$ cat config.mk
export PLATFORM = sky130hd
export DESIGN_NAME = statusReporter
export DESIGN_NICKNAME = d
export VERILOG_FILES = /design/src/rtl/statusPkg.sv /design/src/rtl/statusCtrl.sv /design/src/rtl/statusEventGroup.sv /design/src/rtl/statusPath.sv /design/src/rtl/statusReporter.sv
export SDC_FILE = /design/constraint.sdc
export NUM_CORES = 1
export LEC_CHECK = 0
export BUFFER_PORTS_ARGS = -buffer_cell sky130_fd_sc_hd__clkbuf_2
export CORE_MARGIN = 4
export CORE_UTILIZATION = 56
export DETAILED_ROUTE_END_ITERATION = 12
export PLACE_DENSITY = 0.84
export SYNTH_ARGS = -nofsm -noshare
export SYNTH_HDL_FRONTEND = slang
export SYNTH_SLANG_ARGS = --single-unit
$ cat constraint.sdc
create_clock -name clk -period 3 [get_ports clk]
set_clock_uncertainty 0.05 [all_clocks]
set_input_delay 0.15 -clock clk [delete_from_list [all_inputs] [get_ports clk]]
set_output_delay 0.15 -clock clk [all_outputs]
set_load 0.02 [all_outputs]
$ cat src/rtl/statusPkg.sv
package statusPkg;

  typedef enum logic [2:0] {
    ADDR_QUERY  = 3'd0,
    ADDR_SRE    = 3'd1,
    ADDR_STDEVT = 3'd2,
    ADDR_STDEN  = 3'd3,
    ADDR_EXTEVT = 3'd4,
    ADDR_EXTEN  = 3'd5
  } regAddrE;

  // strobes from control to datapath
  typedef struct packed {
    logic       wrSre;
    logic       wrStdEn;
    logic       wrExtEn;
    logic       clrStd;
    logic       clrExt;
    logic       pollClr;
    logic       rdValid;
    logic [2:0] rdSel;
  } strobeT;

  localparam int SB_EAV = 2;
  localparam int SB_EXT = 3;
  localparam int SB_MAV = 4;
  localparam int SB_ESB = 5;
  localparam int SB_RQS = 6;

endpackage

$ cat src/rtl/statusCtrl.sv
module statusCtrl
  import statusPkg::*;
(
  input  logic       regWrEn,
  input  logic       regRdEn,
  input  logic [2:0] regAddr,
  input  logic       serialPoll,
  output strobeT     strb
);

  always_comb begin
    strb = '0;
    strb.rdValid = regRdEn;
    strb.rdSel   = regAddr;
    strb.pollClr = serialPoll;
    if (regWrEn) begin
      case (regAddr)
        ADDR_SRE:   strb.wrSre   = 1'b1;
        ADDR_STDEN: strb.wrStdEn = 1'b1;
        ADDR_EXTEN: strb.wrExtEn = 1'b1;
        default:    ;
      endcase
    end
    if (regRdEn) begin
      case (regAddr)
        ADDR_STDEVT: strb.clrStd = 1'b1;
        ADDR_EXTEVT: strb.clrExt = 1'b1;
        default:     ;
      endcase
    end
  end

endmodule

$ cat src/rtl/statusEventGroup.sv
module statusEventGroup #(
  parameter int W = 8
) (
  input  logic         clk,
  input  logic         rstN,
  input  logic [W-1:0] pulse,
  input  logic         clr,
  input  logic         enWr,
  input  logic [W-1:0] enData,
  output logic [W-1:0] evtQ,
  output logic [W-1:0] enQ,
  output logic         summary
);

  always_ff @(posedge clk) begin
    if (!rstN) begin
      evtQ <= '0;
      enQ  <= '0;
    end else begin
      evtQ <= (clr ? '0 : evtQ) | pulse;
      if (enWr) enQ <= enData;
    end
  end

  assign summary = |(evtQ & enQ);

  // without a clearing read no set bit is lost
  assert_sticky_R4: assert property (@(posedge clk) disable iff (!rstN)
    !clr |=> ((evtQ & $past(evtQ)) == $past(evtQ)));

  // a clearing read leaves only the pulses of that cycle
  assert_clear_R4: assert property (@(posedge clk) disable iff (!rstN)
    clr |=> (evtQ == $past(pulse)));

endmodule

$ cat src/rtl/statusPath.sv
module statusPath
  import statusPkg::*;
#(
  parameter int EXT_W  = 16,
  parameter int DATA_W = 16
) (
  input  logic              clk,
  input  logic              rstN,
  input  strobeT            strb,
  input  logic [7:0]        stdEventPulse,
  input  logic [EXT_W-1:0]  extEventPulse,
  input  logic              errQueueNotEmpty,
  input  logic              outQueueNotEmpty,
  input  logic [DATA_W-1:0] regWrData,
  output logic [DATA_W-1:0] regRdData,
  output logic [7:0]        pollByte,
  output logic              srqOut
);

  localparam int STD_W = 8;

  logic [STD_W-1:0] stdEvt, stdEn;
  logic [EXT_W-1:0] extEvt, extEn;
  logic             stdSum, extSum;
  logic [7:0]       sreQ;
  logic [7:0]       sbBase;
  logic [7:0]       queryByte;
  logic             mss, mssQ, rqsQ, mssRise;

  statusEventGroup #(.W(STD_W)) u_std (
    .clk(clk), .rstN(rstN), .pulse(stdEventPulse), .clr(strb.clrStd),
    .enWr(strb.wrStdEn), .enData(regWrData[STD_W-1:0]),
    .evtQ(stdEvt), .enQ(stdEn), .summary(stdSum));

  statusEventGroup #(.W(EXT_W)) u_ext (
    .clk(clk), .rstN(rstN), .pulse(extEventPulse), .clr(strb.clrExt),
    .enWr(strb.wrExtEn), .enData(regWrData[EXT_W-1:0]),
    .evtQ(extEvt), .enQ(extEn), .summary(extSum));

  always_comb begin
    sbBase         = '0;
    sbBase[SB_EAV] = errQueueNotEmpty;
    sbBase[SB_EXT] = extSum;
    sbBase[SB_MAV] = outQueueNotEmpty;
    sbBase[SB_ESB] = stdSum;
  end

  assign mss     = |(sbBase & sreQ);
  assign mssRise = mss & ~mssQ;

  always_comb begin
    queryByte         = sbBase;
    queryByte[SB_RQS] = mss;
    pollByte          = sbBase;
    pollByte[SB_RQS]  = rqsQ;
  end

  always_ff @(posedge clk) begin
    if (!rstN) begin
      sreQ <= '0;
      mssQ <= 1'b0;
      rqsQ <= 1'b0;
    end else begin
      if (strb.wrSre) begin
        sreQ         <= regWrData[7:0];
        sreQ[SB_RQS] <= 1'b0;
      end
      mssQ <= mss;
      if (!mss)              rqsQ <= 1'b0;
      else if (mssRise)      rqsQ <= 1'b1;
      else if (strb.pollClr) rqsQ <= 1'b0;
    end
  end

  assign srqOut = rqsQ;

  always_comb begin
    regRdData = '0;
    if (strb.rdValid) begin
      case (strb.rdSel)
        ADDR_QUERY:  regRdData = DATA_W'(queryByte);
        ADDR_SRE:    regRdData = DATA_W'(sreQ);
        ADDR_STDEVT: regRdData = DATA_W'(stdEvt);
        ADDR_STDEN:  regRdData = DATA_W'(stdEn);
        ADDR_EXTEVT: regRdData = DATA_W'(extEvt);
        ADDR_EXTEN:  regRdData = DATA_W'(extEn);
        default:     regRdData = '0;
      endcase
    end
  end

  assert_rqs_set_R7: assert property (@(posedge clk) disable iff (!rstN)
    (mss && !mssQ) |=> rqsQ);

  assert_rqs_poll_R8: assert property (@(posedge clk) disable iff (!rstN)
    (strb.pollClr && mssQ) |=> !rqsQ);

  assert_rqs_fall_R9: assert property (@(posedge clk) disable iff (!rstN)
    !mss |=> !srqOut);

  assert_sre_bit6_R6: assert property (@(posedge clk) disable iff (!rstN)
    strb.wrSre |=> (!sreQ[SB_RQS] && sreQ[5:0] == $past(regWrData[5:0])));

endmodule

$ cat src/rtl/statusReporter.sv
module statusReporter
  import statusPkg::*;
#(
  parameter int EXT_W  = 16,
  parameter int DATA_W = 16
) (
  input  logic              clk,
  input  logic              rstN,
  input  logic [7:0]        stdEventPulse,
  input  logic [EXT_W-1:0]  extEventPulse,
  input  logic              errQueueNotEmpty,
  input  logic              outQueueNotEmpty,
  input  logic              regWrEn,
  input  logic              regRdEn,
  input  logic [2:0]        regAddr,
  input  logic [DATA_W-1:0] regWrData,
  output logic [DATA_W-1:0] regRdData,
  input  logic              serialPoll,
  output logic [7:0]        pollByte,
  output logic              srqOut
);

  strobeT strb;

  statusCtrl u_ctrl (
    .regWrEn(regWrEn), .regRdEn(regRdEn), .regAddr(regAddr),
    .serialPoll(serialPoll), .strb(strb));

  statusPath #(.EXT_W(EXT_W), .DATA_W(DATA_W)) u_path (
    .clk(clk), .rstN(rstN), .strb(strb),
    .stdEventPulse(stdEventPulse), .extEventPulse(extEventPulse),
    .errQueueNotEmpty(errQueueNotEmpty), .outQueueNotEmpty(outQueueNotEmpty),
    .regWrData(regWrData), .regRdData(regRdData),
    .pollByte(pollByte), .srqOut(srqOut));

endmodule

# Word level (Yosys, flattened, before mapping)
# Index checks and enable logic that the tools add are counted.
# Widths: inputs -> output; s select.
dict set report op_classes {
  n_addsub 0
  mul 0
  n_div 0
  order_cmp 0
  eq_ne 5
  shift 0
  mux 13
  bitwise 7
  n_reduce_logical 6
}
# cell count
set op_table {}
lappend op_table {{$pmux 16 s6} 1}
lappend op_table {{$mux 16} 2}
lappend op_table {{$and 16x16->16} 1}
lappend op_table {{$or 16x16->16} 1}
lappend op_table {{$reduce_or 16->1} 1}
lappend op_table {{$reduce_or 8->1} 2}
lappend op_table {{$and 6x8->8} 1}
lappend op_table {{$and 8x8->8} 1}
lappend op_table {{$mux 8} 1}
lappend op_table {{$or 8x8->8} 1}
lappend op_table {{$mux 1} 7}
lappend op_table {{$eq 3x2->1 const B} 2}
lappend op_table {{$eq 3x3->1 const B} 2}
lappend op_table {{$eq 3x1->1 const B} 1}
lappend op_table {{$logic_not 3->1} 1}
lappend op_table {{$mux 3} 1}
lappend op_table {{$mux 2} 1}
lappend op_table {{$reduce_and 2->1} 1}
lappend op_table {{$reduce_bool 2->1} 1}
lappend op_table {{$and 1x1->1} 1}
lappend op_table {{$not 1->1} 1}
dict set report totals {
  regBits 57
  latchBits 0
  mem_bits_rw 0
  romBits 0
  input_bits 50
  out_inout_bits 25
  word_cells 38
  memories 0
}

# Logic depth before layout (Yosys ltp)
dict set report depth {
  ltp_word 6
  ltp_mapped 7
  ltp_nobuf 5
}

# Hierarchy
# A second synthesis with hierarchy kept.
dict set report unflattened {
  cells_unflattened 285
  hier_area_um2 2941.6
}
# mod n_inst cells_per_inst area_each_um2 seq_area_each_um2
set by_module_without_submodules {}
lappend by_module_without_submodules {{statusEventGroup at u_path.u_ext} 1 111 1253.7 640.6}
lappend by_module_without_submodules {statusPath 1 109 977.2 180.2}
lappend by_module_without_submodules {{statusEventGroup at u_path.u_std} 1 55 615.6 320.3}
lappend by_module_without_submodules {statusCtrl 1 10 95.1 0.0}

# Least setup slack after synthesis
# OpenSTA, ideal clock, no wires.
dict set report synth_timing {
  kind {reg-to-output}
  from {register u_path.u_ext.evtQ[8]}
  to {output regRdData[6]}
  t_arrival_ns 1.502
  required_ns 2.800
  path_slack_ns 1.298
  path_stages_with_launch 6
  n_path_buf 0
  path_cell_list {dfxtp_1 -> a22o_1 -> a221oi_2 -> nand4_2 -> a221o_1 -> o211a_1}
}
dict set report synth_via {
  elab_chain_len 6
}
# element line_no
set synth_lines {}
lappend synth_lines {{from (decl)} statusEventGroup.sv:10} ;# output logic [W-1:0] evtQ,
lappend synth_lines {{from (signal assigned)} statusEventGroup.sv:20} ;# evtQ <= (clr ? '0 : evtQ) | pulse;
lappend synth_lines {{$and 16x16->16} statusEventGroup.sv:25} ;# assign summary = |(evtQ & enQ);
lappend synth_lines {{$reduce_or 16->1} statusEventGroup.sv:25}
lappend synth_lines {{via u_path.extSum} statusPath.sv:24} ;# logic stdSum, extSum;
lappend synth_lines {{$and 6x8->8} statusPath.sv:48} ;# assign mss = |(sbBase & sreQ);
lappend synth_lines {{$reduce_or 8->1} statusPath.sv:48}
lappend synth_lines {{$pmux 16 s6} statusPath.sv:80} ;# case (strb.rdSel)
lappend synth_lines {{$mux 16} statusPath.sv:79} ;# if (strb.rdValid) begin
lappend synth_lines {{to (decl)} statusReporter.sv:17} ;# output logic [DATA_W-1:0] regRdData,
# The timed path passes the listed nets, and every way through them passes these cells.

# Worst setup path in the final report
dict set report layout_timing {
  from {register u_path.u_std.evtQ[6]}
  to {output regRdData[6]}
}
dict set report layout_via {
  elab_chain_len 6
}
# element line_no
set layout_lines {}
lappend layout_lines {{from (decl)} statusEventGroup.sv:10}
lappend layout_lines {{from (signal assigned)} statusEventGroup.sv:20}
lappend layout_lines {{$and 8x8->8} statusEventGroup.sv:25}
lappend layout_lines {{$reduce_or 8->1} statusEventGroup.sv:25}
lappend layout_lines {{$and 6x8->8} statusPath.sv:48}
lappend layout_lines {{$reduce_or 8->1} statusPath.sv:48}
lappend layout_lines {{$pmux 16 s6 (*)} statusPath.sv:80}
lappend layout_lines {{$mux 16 (*)} statusPath.sv:79}
# Every way passes the cells marked *; elsewhere a longest branch is shown, timed or not.

==> impl_metrics.yaml <==
run_status:
  outcome: "complete, no violations"
die:
  start_util_pct: 58.3
  dieArea_sq_um: 6180
  die_h_microns: 78.6
  io_pins: 75
  core_sq_um: 4790
  die-width_microns: 78.6
  fp-row-count: 25
drt:
  drc: 0
  ant_nets: 0
  post_drt_wl_per_cell_microns: 15.8
  drtIter0Drc: 268
  route.vias.total: 2713
  via_per_inst: 5.69
  wirelength_microns: 7550
  first_pass_iters: 5
clock_network:
  path_clk_slew_ns: 0.06
  clock-sinks: 57
  cts_max_path_buffers: 2
  clockRootBuffer: "clkbuf_8"
  cts_tree: "done"
  worstSkewPairLatency_ns: 0.33
  cts_resized: 0
  post_cts_buffers: 0
  cts_htree_levels: 3
  cts_hold_buffers: 21
  cts_made_buffers: 9
sta:
  slew-limit-headroom_pct: 41.1
  fin_setup_tns_ns: 0
  finalHoldViolations: 0
  hold_ws_ns: 0.00195
  finalCriticalPeriod_ns: 2.35
  setup_ws_ns: 0.648
  setup_viol: 0
  rsz0062_at_grt: "false"
  post-route-period-util_pct: 78.4
  max_clock_freq_mhz: 425
  worst_slew_pin_slew_ns: 0.884
  finalMaxSlewViolations: 0
pwr:
  power.density_nw_per_um2: 500
  p_leak_uw: 0.00146
  peakVddDrop_mv: 0.490
worst_hold_path:
  min_path_cells: 3
  hp-start: "extEventPulse[4]"
  hold_path.class: "input port to register"
  hold_end: "u_path.u_ext.evtQ[4]$_SDFF_PN0_"
logic_synthesis:
  synthTopCellsByArea: "dfxtp_1 41%, mux2i_1 8.6%, nor2b_1 8.1%"
  ys_async_sr_fraction_pct: 0
  synth-seq-area-share_pct: 40.9
  ys_seq_elements: 57
  ys_warn_count: 0
  yosysUniqueCellTypes: 34
  yosysTopAreaCellShare_pct: 40.9
  synth_top_area_cell: "dfxtp_1"
  postSynthAreaPerCell_sq_um: 8.56
  synth_edf_count: 0
  synth_area_sq_um: 2790
  synthCells: 326
  synth_flop_cell: "dfxtp_1"
finish:
  syn2layout_area_growth_pct: 25.7
  fin_nets: 456
  final_common_cell: "clkbuf_2"
  insertedDiodeCount: 0
  final_cell_mix: "71 x clkbuf_2, 57 x dfxtp_1, 56 x nand2_1"
  layout-drive-gt1-share_pct: 23.2
  multiInputGateArea_sq_um: 1510
  nFillCells: 389
  seq_area_sq_um: 1140
grt:
  grt_start_max_net_pins: 58
  antenna_found_initial: 0
  grt_pass1_wl_microns: 11900
  grt_overflow: 0
  grt.total_usage_pct: 25.0
  grt_pass1_vias: 2465
job:
  maxCapViolCount: 0
critical_path:
  timing.rr.end: "u_path.srqOut$_SDFFE_PN0P_"
  critPathMaxFanout: 4
  end_kind: "output port"
  worstPathRequired_ns: 2.80
  crit_type: "register to output port"
  arrival_ns: 2.15
  ff2ff_setup_slack_ns: 1.22
  rr_worst_depth: 5
  r2r-start: "u_path.u_std.evtQ[6]$_SDFF_PN0_"
  critPathLaunchType: "register"
placement:
  dp_slack_ns: 0.932
  io_buffer_count: 71
  post-dp-hpwl_microns: 5190
  place_congestion: 0.923
## where the power goes
part	internal, uW	switching [uW]
clock network	421	287
registers	790	31.6
logic	105	118
## metrics by stage
step	utilization (%)	instances	total power, uW	cell area (sq um)
detailed placement	64.8	441	1030	3100
global placement	64.8	441	1030	3100
CTS	73.3	477	1760	3510
finish	73.3	477	1750	3510
floorplan	-	328	968	2800
global route	73.3	477	1820	3510
## worst max-delay path, stage by stage (launching register included)
cell and delay, ns:
dfxtp_1 0.35, a22o_1 0.26, a221oi_1 0.24, nand3_1 0.20, a221o_1 0.39, o211a_1 0.24, clkbuf_2 0.16
## cell type report
cell class,count,area share (%)
Tap cell,67,2.39
Multi-Input combinational cell,243,43.0
Clock inverter,3,1.14
Timing Repair Buffer,93,16.3
Inverter,2,0.214
Sequential cell,57,32.5
Clock buffer,12,4.42
## metal layers
layer | share of wire, % | GRT usage [%]
met4 | 2.9 | 13.1
met3 | 8.1 | 5.16
met5 | 0 | 0
met1 | 42 | 31.9
met2 | 47 | 39.6
## cell usage after synthesis (2+ instances only)
| library cell | count |
|---|---|
| a211oi_1 | 2 |
| a21boi_0 | 6 |
| a21boi_1 | 18 |
| a21oi_1 | 30 |
| a221oi_1 | 4 |
| a221oi_2 | 4 |
| a22o_1 | 6 |
| a22oi_1 | 6 |
| and2_1 | 3 |
| buf_2 | 9 |
| buf_4 | 9 |
| clkbuf_1 | 7 |
| dfxtp_1 | 57 |
| inv_1 | 2 |
| mux2_2 | 3 |
| mux2i_1 | 24 |
| nand2_1 | 56 |
| nand2b_1 | 2 |
| nand3_1 | 4 |
| nor2_1 | 21 |
| nor2b_1 | 36 |
| o21ai_0 | 2 |
| o22ai_1 | 4 |
## kinds of logic (layout without fill, tap and decap cells)
group                  after synthesis  after routing  share of synthesized area, %
DFF                                 57             57                          40.9
other                                1              3                         0.134
buffers and inverters               28            110                          5.38
and+or+nand+nor                    126            126                          21.7
AOI/OAI and AO/OA                   87             87                          22.1
muxes                               27             27                          9.82
## worst max path at each step
stage | depth (start not counted) | end | slack [ns] | from
6_report | 6 | regRdData[6] | 0.65 | u_path.u_std.evtQ[6]$_SDFF_PN0_
5_1_grt | 6 | regRdData[6] | 0.55 | u_path.u_ext.enQ[1]$_SDFFE_PN0P_
4_1_cts | 6 | regRdData[6] | 0.65 | u_path.u_ext.evtQ[2]$_SDFF_PN0_
3_5_place_dp | 5 | u_path.u_ext.enQ[14]$_SDFFE_PN0P_ | 0.93 | regAddr[2]
3_3_place_gp | 5 | u_path.u_ext.enQ[8]$_SDFFE_PN0P_ | 0.98 | regAddr[2]
2_1_floorplan | 5 | regRdData[6] | 1.30 | u_path.u_ext.evtQ[8]$_SDFF_PN0_
## state kept, by name, indices dropped and copies added (netlist names)
register	flops
u_path.u_std.evtQ	8
u_path.u_ext.enQ	16
u_path.u_ext.evtQ	16
u_path.mssQ	1
u_path.sreQ	7
u_path.u_std.enQ	8
u_path.srqOut	1
(Power assumes the default switching activity.)
